### config.mk
export PLATFORM = sky130hd
export DESIGN_NAME = hzc_ctrl
export DESIGN_NICKNAME = d
export VERILOG_FILES = /design/src/rtl/hzc_pkg.sv /design/src/rtl/hzc_match.sv /design/src/rtl/hzc_byp_pick.sv /design/src/rtl/hzc_stall.sv /design/src/rtl/hzc_ctrl.sv
export SDC_FILE = /design/constraint.sdc
export NUM_CORES = 1
export LEC_CHECK = 0
export CORE_MARGIN = 2
export CORE_UTILIZATION = 31
export DETAILED_ROUTE_END_ITERATION = 10
export HOLD_SLACK_MARGIN = 0.1
export PLACE_DENSITY = 0.85
export SLEW_MARGIN = 15
export SYNTH_ARGS = -nofsm -noshare
export SYNTH_HDL_FRONTEND = slang
export SYNTH_SLANG_ARGS = --single-unit
### constraint.sdc
create_clock -name clk -period 2.05 [get_ports clk]
set_clock_uncertainty 0.1 [all_clocks]
set_input_delay 0.3075 -clock clk [delete_from_list [all_inputs] [get_ports clk]]
set_output_delay 0.3075 -clock clk [all_outputs]
set_load 0.05 [all_outputs]
### src/rtl/hzc_pkg.sv
package hzc_pkg;

  typedef enum logic [1:0] {
    SEL_REGFILE   = 2'b00,
    SEL_WB_LATCH  = 2'b01,
    SEL_MEM_LATCH = 2'b10
  } byp_sel_e;

  localparam int unsigned NUM_SRC = 2;

endpackage

### src/rtl/hzc_match.sv
module hzc_match #(
  parameter int unsigned AW = 5
) (
  input  logic [AW-1:0] src,
  input  logic [AW-1:0] ex_rd,
  input  logic          ex_wen,
  input  logic [AW-1:0] mem_rd,
  input  logic          mem_wen,
  output logic          hit_ex,
  output logic          hit_mem
);

  logic src_live;

  always_comb begin
    src_live = (src != '0);
    hit_ex   = src_live && ex_wen  && (ex_rd  == src);
    hit_mem  = src_live && mem_wen && (mem_rd == src);
  end

endmodule

### src/rtl/hzc_byp_pick.sv
module hzc_byp_pick
  import hzc_pkg::*;
(
  input  logic     hit_ex,
  input  logic     hit_mem,
  input  logic     bubble,
  output byp_sel_e sel_nxt
);

  always_comb begin
    if (bubble)       sel_nxt = SEL_REGFILE;
    else if (hit_ex)  sel_nxt = SEL_MEM_LATCH;
    else if (hit_mem) sel_nxt = SEL_WB_LATCH;
    else              sel_nxt = SEL_REGFILE;
  end

endmodule

### src/rtl/hzc_stall.sv
module hzc_stall #(
  parameter int unsigned NS = 2
) (
  input  logic [NS-1:0] hit_ex,
  input  logic          ex_load,
  input  logic          mem_access,
  output logic          pc_hold,
  output logic          ifid_hold,
  output logic          ifid_kill,
  output logic          idex_bubble
);

  logic load_use;

  always_comb begin
    load_use    = ex_load && (|hit_ex);
    pc_hold     = load_use || mem_access;
    ifid_hold   = load_use;
    ifid_kill   = mem_access && !load_use;
    idex_bubble = load_use;
  end

endmodule

### src/rtl/hzc_ctrl.sv
module hzc_ctrl
  import hzc_pkg::*;
#(
  parameter int unsigned AW = 5
) (
  input  logic          clk,
  input  logic          rst,
  input  logic [AW-1:0] id_rs1,
  input  logic [AW-1:0] id_rs2,
  input  logic [AW-1:0] ex_rd,
  input  logic          ex_wen,
  input  logic          ex_load,
  input  logic [AW-1:0] mem_rd,
  input  logic          mem_wen,
  input  logic          mem_access,
  output logic          pc_hold,
  output logic          ifid_hold,
  output logic          ifid_kill,
  output logic          idex_bubble,
  output logic [1:0]    fwd_a_sel,
  output logic [1:0]    fwd_b_sel
);

  localparam int unsigned NS = NUM_SRC;

  logic [AW-1:0] src_v [NS];
  logic [NS-1:0] hit_ex_v;
  logic [NS-1:0] hit_mem_v;
  byp_sel_e      sel_nxt [NS];
  logic [1:0]    sel_q   [NS];
  logic          bubble_w;

  assign src_v[0] = id_rs1;
  assign src_v[1] = id_rs2;

  generate
    for (genvar s = 0; s < NS; s++) begin : g_src
      hzc_match #(.AW(AW)) u_match (
        .src     (src_v[s]),
        .ex_rd   (ex_rd),
        .ex_wen  (ex_wen),
        .mem_rd  (mem_rd),
        .mem_wen (mem_wen),
        .hit_ex  (hit_ex_v[s]),
        .hit_mem (hit_mem_v[s])
      );

      hzc_byp_pick u_pick (
        .hit_ex  (hit_ex_v[s]),
        .hit_mem (hit_mem_v[s]),
        .bubble  (bubble_w),
        .sel_nxt (sel_nxt[s])
      );

      always_ff @(posedge clk) begin
        if (rst) sel_q[s] <= SEL_REGFILE;
        else     sel_q[s] <= sel_nxt[s];
      end
    end
  endgenerate

  hzc_stall #(.NS(NS)) u_stall (
    .hit_ex      (hit_ex_v),
    .ex_load     (ex_load),
    .mem_access  (mem_access),
    .pc_hold     (pc_hold),
    .ifid_hold   (ifid_hold),
    .ifid_kill   (ifid_kill),
    .idex_bubble (bubble_w)
  );

  assign idex_bubble = bubble_w;
  assign fwd_a_sel   = sel_q[0];
  assign fwd_b_sel   = sel_q[1];

endmodule

# After elaboration in Yosys (flattened, before gate mapping)
# Memories as Yosys holds them, arrays and structs flattened.
# Cells that the tools add are included.
word_totals:
  register_bits: 0
  latchBits: 0
  mem_bits_rw: 4
  mem_bits_ro: 0
  inputBits: 26
  out_inout_bits: 8
  mem_count: 1
mem_list:
  columns: ["name", "words", "word_bits", "read_ports", "rd_clocked_by_memory_dff", "wr", "line", "rtl"]
  rows:
  - ["sel_q", 2, 2, 2, 0, 2, "hzc_ctrl.sv:30", "logic [1:0] sel_q [NS];"]
op_classes:
  n_addsub: 0
  n_mul: 0
  n_div: 0
  n_lt_le_gt_ge: 0
  n_eq_ne: 4
  n_shift: 0
  n_mux: 11
  bitwise_logic: 2
  reduce_logical: 15
op_table:
  columns: ["cell", "n"]
  rows:
  - ["$eq A5 B5 Y1", 4]
  - ["$mux W2", 6]
  - ["$logic_and A1 B1 Y1", 10]
  - ["$reduce_bool A5 Y1", 2]
  - ["$mux W1", 5]
  - ["$or A1 B1 Y1", 2]
  - ["$reduce_or A2 Y1", 1]
  - ["$logic_not A1 Y1", 1]
  - ["$logic_or A1 B1 Y1", 1]

# Depth between registers and ports, before layout
# Gate-level depths: netlist of the first run.
depth:
  word_depth: 7
  depth_mapped: 6
  ltp_nobuf: 5

# Modules after synthesis
# A second synthesis of the first run with hierarchy kept.
unflattened:
  hier_cells: 49
  area_unflattened_um2: 422.9
by_module_without_submodules:
  columns: ["mod", "instances", "cells_each", "area_per_inst_um2", "seq_area_each_um2"]
  rows:
  - ["hzc_match", 2, 16, 123.9, 0.0]
  - ["hzc_ctrl", 1, 8, 105.1, 80.1]
  - ["hzc_byp_pick", 2, 2, 18.8, 0.0]
  - ["hzc_stall", 1, 5, 32.5, 0.0]

# Worst setup path before layout of the first run
# Ideal clock, no wire load.
synth_path:
  kind: "input to output"
  startpoint: "input id_rs2[1]"
  endpoint: "output ifid_hold"
  arrival_ns: 1.734
  required_ns: 1.642
  setup_slack_ns: -0.092
  stages: 6
  path_cell_list: "or4_1 -> nor2_1 -> nor4_2 -> o21ai_1 -> inv_1 -> buf_4"
synth_via:
  elab_chain_len: 5
synth_lines:
  columns: ["element", "line", "rtl"]
  rows:
  - ["start: declaration", "hzc_ctrl.sv:9", "input logic [AW-1:0] id_rs2,"]
  - ["$reduce_bool A5 Y1", "hzc_match.sv:16", "src_live = (src != '0);"]
  - ["$logic_and A1 B1 Y1", "hzc_match.sv:17", "hit_ex = src_live && ex_wen && (ex_rd == src);"]
  - ["$logic_and A1 B1 Y1 (*)", "hzc_match.sv:17", null]
  - ["$reduce_or A2 Y1 (*)", "hzc_stall.sv:16", "load_use = ex_load && (|hit_ex);"]
  - ["$logic_and A1 B1 Y1 (*)", "hzc_stall.sv:16", null]
  - ["end: declaration", "hzc_ctrl.sv:17", "output logic ifid_hold,"]
# Mark *: on every way between the ends. The rest lies on a longest branch, timed or not.

# Worst setup path in the final report of the first run
layout_path:
  startpoint: "input id_rs2[3]"
  endpoint: "output ifid_kill"
layout_via:
  elab_chain_len: 7
layout_lines:
  columns: ["element", "line", "rtl"]
  rows:
  - ["$reduce_bool A5 Y1", "hzc_match.sv:16", null]
  - ["$logic_and A1 B1 Y1", "hzc_match.sv:17", null]
  - ["$logic_and A1 B1 Y1 (*)", "hzc_match.sv:17", null]
  - ["$reduce_or A2 Y1 (*)", "hzc_stall.sv:16", null]
  - ["$logic_and A1 B1 Y1 (*)", "hzc_stall.sv:16", null]
  - ["$logic_not A1 Y1 (*)", "hzc_stall.sv:19", "ifid_kill = mem_access && !load_use;"]
  - ["$logic_and A1 B1 Y1 (*)", "hzc_stall.sv:19", null]
  - ["end: declaration", "hzc_ctrl.sv:18", "output logic ifid_kill,"]
# Marked as above.

==> flow_summary.json, run 1 <==
{
  "grt_remaining_overflow": 0,
  "die_h_um": 41.21,
  "cpPeakStageDelay_ns": 0.53,
  "irDropWorstVdd_v": 0.0001819,
  "grt_max_degree": 6,
  "drc": 0,
  "track_usage_pct": 21.56,
  "diodes": 0,
  "dr.pass1.iters": 4,
  "dieArea_mm2": 0.001698,
  "p_int_w": 0.0002365,
  "grt_pass1_vias": 574,
  "placed_cells": 107,
  "drt_iter0_drc": 7,
  "dpl-instance-area_um2": 894.6,
  "power.density_mw_per_mm2": 351.6,
  "synthFlopType": "dfxtp_1",
  "worst_pin_slew_ns": 0.4913,
  "p_leak_nw": 0.4099,
  "cts_tree": "yes",
  "ios": 34,
  "fin_ws_ns": -0.01160,
  "clockPowerShare_pct": 28.3,
  "yosys-top-cells-area": "xnor2_1 (20%), dfxtp_1 (19%), xor2_1 (14%)",
  "design_area_um2": 988.4,
  "setup.worst_path.end_class": "primary output",
  "violations": "negative setup slack",
  "largest_reg_flops": 4,
  "yosysMostFrequentCell": "xnor2_1",
  "hold_path.class": "in2reg",
  "drt-wirelength-per-cell_um": 14.63,
  "fmax_mhz": 485.1,
  "yosysTopAreaCell": "xnor2_1",
  "start_kind": "input pin",
  "via_per_inst": 5.063,
  "rsz0062_at_grt": "yes",
  "syn_area_um2": 429.2,
  "seq_area_frac_synth_pct": 18.66,
  "cts_num_sinks": 4,
  "power_switching_w": 0.0001110,
  "yosys-top-cells-count": "xnor2_1 (10), xor2_1 (7), inv_1 (5)",
  "cp_slowest_cell": "or4_4",
  "numCtsBuffers": 3,
  "start_util_pct": 32.98,
  "wirelength_um": 1638,
  "yosys.cell_types.count": 20,
  "top_regs": "sel_q (4)",
  "slew_headroom_pct": 67.15,
  "yosysWarnings": 0,
  "rows": 13,
  "vias": 567,
  "synthCells": 49,
  "cp.required_ns": 1.64,
  "die-width_um": 41.21,
  "swShare_pct": 31.94,
  "clock_path_buffers": 2,
  "dp_hpwl_um": 1208,
  "setup_violations": 1,
  "async_reset_ff_share_pct": 0,
  "layout.nets": 125,
  "areaGrowthSynthToFinish_pct": 130.3,
  "synth_edf_count": 0,
  "root_buffer": "clkbuf_4",
  "grt_pass1_wl_um": 2318,
  "gp_congestion": 0.8254,
  "worstPathMaxFanout": 3,
  "max_flop_register": "sel_q",
  "fin_cells": 112,
  "hold_violations": 0,
  "synth.avg_cell_area_um2": 8.758,
  "antenna_found_initial": 0,
  "crit_type": "in2out",
  "worstPathArrival_ns": 1.65,
  "synth_nets": 75,
  "drive_above_1_share_pct": 47.42,
  "setup.worst_path.start": "id_rs2[3]",
  "slew_violations": 0,
  "fin_setup_tns_ns": -0.01160,
  "htreeDepth": 1,
  "postRouteAntennaNets": 0,
  "port_buffers": 33,
  "min-delay-start": "id_rs1[3]",
  "post-route-period-util_pct": 100.6,
  "period_needed_ns": 2.062,
  "run_status": "complete, but fails checks",
  "core-area_mm2": 0.001301,
  "drv_cap": 0,
  "seqPwrFrac_pct": 22.7,
  "synth_top_area_share_pct": 20.41,
  "ys_seq_elements": 4,
  "combPwrFrac_pct": 48.9,
  "clkTransAtPathRegs_ns": 0.04,
  "worstPathCellList": "buf_6 -> or4_4 -> nor2_4 -> nor4_4 -> o21ai_2 -> and2_4 -> buf_12"
}
==> layout make-up <==
class | count | area, µm²
Clock buffer | 3 | 22.52
Fill cell | 97 | 312.8
Inverter | 5 | 18.77
Multi-Input combinational cell | 39 | 406.6
Sequential cell | 4 | 80.08
Tap cell | 15 | 18.77
Timing Repair Buffer | 46 | 441.7
==> per-layer routing <==
layer	vias up	wire, µm	GRT usage, %
li1	274	-	-
met1	258	538	22.44
met2	33	968	42.97
met3	2	122	4.348
met4	0	9	4.839
met5	-	0	0
==> logic make-up (layout without fill, tap and decap cells) <==
kind of cell              after synthesis  count (layout)  share of synthesized area (%)
xor gates and xnor gates               17              17                          34.69
and+or+nand+nor                        15              15                          25.36
AOI/OAI and AO/OA                       7               7                          15.16
buffers and inverters                   6              54                          6.124
DFF                                     4               4                          18.66
==> worst max-delay path, delay by kind of cell <==
kind	cells	cell delay [ns]
AND/OR/NAND/NOR	4	0.91
buffers and inverters	2	0.22
AO/OA/AOI/OAI	1	0.21
==> power by group through the flow <==
stage | logic, W | registers [W] | clock network, W
after global routing | 0.000181 | 0.0000789 | 0.000111
final | 0.000170 | 0.0000790 | 0.0000985
after CTS | 0.000164 | 0.0000789 | 0.000104
after floorplan | 0.0000547 | 0.0000825 | 0
after global placement | 0.000153 | 0.0000802 | 0
after detailed placement | 0.000156 | 0.0000802 | 0
==> path summary, 6_finish.rpt <==
kind | slack [ns] | depth (start not counted) | to
setup / recovery | -0.01 | 7 | ifid_kill
hold / removal | 0.37 | 4 | sel_q[0][0]
==> cell usage in the layout (no fill, tap or decap), types with 2 or more instances in the layout <==
master / netlist / final
dlygate4sd2_1: 0 / 6
inv_1: 5 / 4
buf_6: 0 / 4
clkdlybuf4s50_1: 0 / 13
buf_4: 1 / 13
a2111oi_2: 2 / 2
nor2_4: 0 / 2
xor2_1: 7 / 5
nor4_4: 0 / 2
xnor2_2: 0 / 3
clkbuf_4: 0 / 3
nand4_1: 3 / 3
xor2_2: 0 / 2
buf_2: 0 / 3
or4_4: 0 / 2
dfxtp_1: 4 / 4
buf_12: 0 / 4
nor3b_1: 2 / 2
clkbuf_2: 0 / 2
xnor2_1: 10 / 7
==> timing repair <==
| item | CTS | global route |
|---|---|---|
| cloned | 0 | 0 |
| resized for setup | 58 | 5 |
| buffers inserted | 1 | 1 |
| endpoints found under the setup margin | 4 | 4 |
| hold buffers | 0 | 0 |
| pin swaps | 14 | 10 |
==> through the flow <==
| stage | setup WS (ns) | total power (W) | hold WS (ns) | util (%) |
|---|---|---|---|---|
| 2_1_floorplan | 0.008742 | 0.0001372 | 0.2826 | - |
| 4_1_cts | 0.002852 | 0.0003463 | 0.3525 | 74.62 |
| 3_5_place_dp | -0.4759 | 0.0002365 | 0.8575 | 68.75 |
| 3_3_place_gp | -0.4132 | 0.0002335 | 0.8501 | 68.75 |
| 5_1_grt | -0.04324 | 0.0003712 | 0.3751 | 75.96 |
| 6_report | -0.01160 | 0.0003476 | 0.3677 | 75.96 |
Note: power is estimated with default switching activity, not from simulation.
==> run 2, diff against run 1 <==
--- a/config.mk
+++ b/config.mk
@@ -5,6 +5,7 @@
 export SDC_FILE = /design/constraint.sdc
 export NUM_CORES = 1
 export LEC_CHECK = 0
+export CAP_MARGIN = 20
 export CORE_MARGIN = 2
 export CORE_UTILIZATION = 31
 export DETAILED_ROUTE_END_ITERATION = 10
==> constraint.sdc (replaced) <==
create_clock -name clk -period 2.05 [get_ports clk]
set_clock_uncertainty 0.1 [all_clocks]
set_input_delay 0.205 -clock clk [delete_from_list [all_inputs] [get_ports clk]]
set_output_delay 0.205 -clock clk [all_outputs]
set_load 0.05 [all_outputs]
==> flow_summary.json, run 2 (synthesized netlist as in run 1, its figures left out) <==
{
  "slew_violations": 0,
  "layout_commonest_cell": "clkdlybuf4s50_1",
  "clock_path_buffers": 2,
  "grt_pass1_vias": 517,
  "seqCellArea_um2": 80.08,
  "max_flop_register": "sel_q",
  "areaGrowthSynthToFinish_pct": 116.0,
  "run_status": "finished clean",
  "die-width_um": 41.21,
  "worstPathArrival_ns": 1.70,
  "die_h_um": 41.21,
  "period_needed_ns": 2.008,
  "post_cts_buffers": 0,
  "slew_headroom_pct": 67.30,
  "top_regs": "sel_q (4)",
  "largest_reg_flops": 4,
  "setup_violations": 0,
  "dp_hpwl_um": 1085,
  "port_buffers": 33,
  "hold_violations": 0,
  "multi_input_area_um2": 346.6,
  "numCtsBuffers": 3,
  "via_per_inst": 5.091,
  "start_kind": "input pin",
  "setup.worst_path.end_class": "primary output",
  "grt_max_degree": 6,
  "layout.nets": 123,
  "drc": 0,
  "core-area_mm2": 0.001301,
  "layout_common_cells": "clkdlybuf4s50_1 (16), dlygate4sd2_1 (12), buf_4 (11), xnor2_1 (10), xor2_1 (7)",
  "fin_setup_tns_ns": 0,
  "hold_path.class": "in2reg",
  "postRouteAntennaNets": 0,
  "grt_remaining_overflow": 0,
  "cp.required_ns": 1.75,
  "gp_congestion": 0.8068,
  "cts_num_sinks": 4,
  "vias": 560,
  "p_leak_nw": 0.3847,
  "diodes": 0,
  "dr.pass1.iters": 4,
  "fmax_mhz": 498.0,
  "irDropWorstVdd_v": 0.0001753,
  "worstPathMaxFanout": 3,
  "drv_cap": 0,
  "antenna_found_initial": 0,
  "worst_pin_slew_ns": 0.4889,
  "hold_depth": 3,
  "dieArea_mm2": 0.001698,
  "power_w": 0.0003278,
  "clkTransAtPathRegs_ns": 0.04,
  "power.density_mw_per_mm2": 353.5,
  "wirelength_um": 1210,
  "root_buffer": "clkbuf_4",
  "drt-wirelength-per-cell_um": 11.00,
  "post-route-period-util_pct": 97.96,
  "n_fill_cell": 107,
  "start_util_pct": 32.98,
  "grt_pass1_wl_um": 1876,
  "hold-path-endpoint": "sel_q[0][0]",
  "track_usage_pct": 17.83,
  "rows": 13,
  "ios": 34,
  "htreeDepth": 1,
  "min-delay-start": "id_rs1[1]",
  "drt_iter0_drc": 12,
  "cts_tree": "yes",
  "crit_type": "in2out",
  "hold_buffers": 0,
  "drive_above_1_share_pct": 30.53
}
==> run 2: changes by cell type in the layout (fill, tap and decap cells not counted), moves of 3 or more <==
cell,previous run,this run
buf_2,3,0
xnor2_2,3,0
xnor2_1,7,10
clkdlybuf4s50_1,13,16
dlygate4sd2_1,6,12
buf_6,4,0
==> run 2: worst max-delay path: stages <==
cell and delay, ns:
dlygate4sd2_1 0.25, buf_4 0.15, xnor2_1 0.13, nand4_1 0.13, nor4_2 0.38, o21ai_2 0.13, and2_4 0.18, buf_12 0.14
==> run 2: layout make-up <==
cell class,count,share of cell area [%]
Timing Repair Buffer,44,47.50
Inverter,5,2.024
Multi-Input combinational cell,39,37.38
Tap cell,15,2.024
Clock buffer,3,2.429
Sequential cell,4,8.637
==> run 2: where the power goes <==
group          switching (W)  internal, W  total (W)
logic              0.0000644    0.0000865   0.000151
registers        0.000000133    0.0000789  0.0000790
clock network      0.0000324    0.0000655  0.0000979
total              0.0000969     0.000231   0.000328
==> run 2: worst max path at each step <==
stage | startpoint | endpoint | slack (ns) | cells past startpoint
CTS | id_rs1[3] | ifid_kill | 0.009 | 7
floorplan | id_rs2[1] | ifid_hold | 0.11 | 6
finish | id_rs2[2] | ifid_kill | 0.04 | 8
global placement | id_rs2[1] | ifid_kill | -0.15 | 7
detailed placement | id_rs2[1] | ifid_kill | -0.18 | 7
global route | id_rs2[2] | ifid_kill | -0.03 | 8
==> run 2: through the flow <==
stage / hold slack (ns) / cells / instance area [µm²] / setup slack (ns) / utilization, %
final: 0.3763 / 110 / 927.1 / 0.04191 / 71.25
after global routing: 0.4417 / 110 / 927.1 / -0.03385 / 71.25
after CTS: 0.4573 / 110 / 917.1 / 0.009145 / 70.48
after detailed placement: 0.7494 / 107 / 893.4 / -0.1781 / 68.65
after global placement: 0.7582 / 107 / 893.4 / -0.1520 / 68.65
after floorplan: 0.1801 / 49 / 429.2 / 0.1133 / -
==> run 2: per-layer routing <==
metal | GRT usage (%) | part of all wire [%]
met4 | 19.35 | 5.1
met1 | 14.60 | 31
met3 | 3.261 | 8.4
met2 | 33.20 | 55
met5 | 0 | 0
==> run 2: timing repair <==
item | in CTS | in global routing
gates resized for setup | 18 | 3
pin swaps | 8 | 4
hold endpoints to repair | 0 | 0
endpoints found under the setup margin | 4 | 4
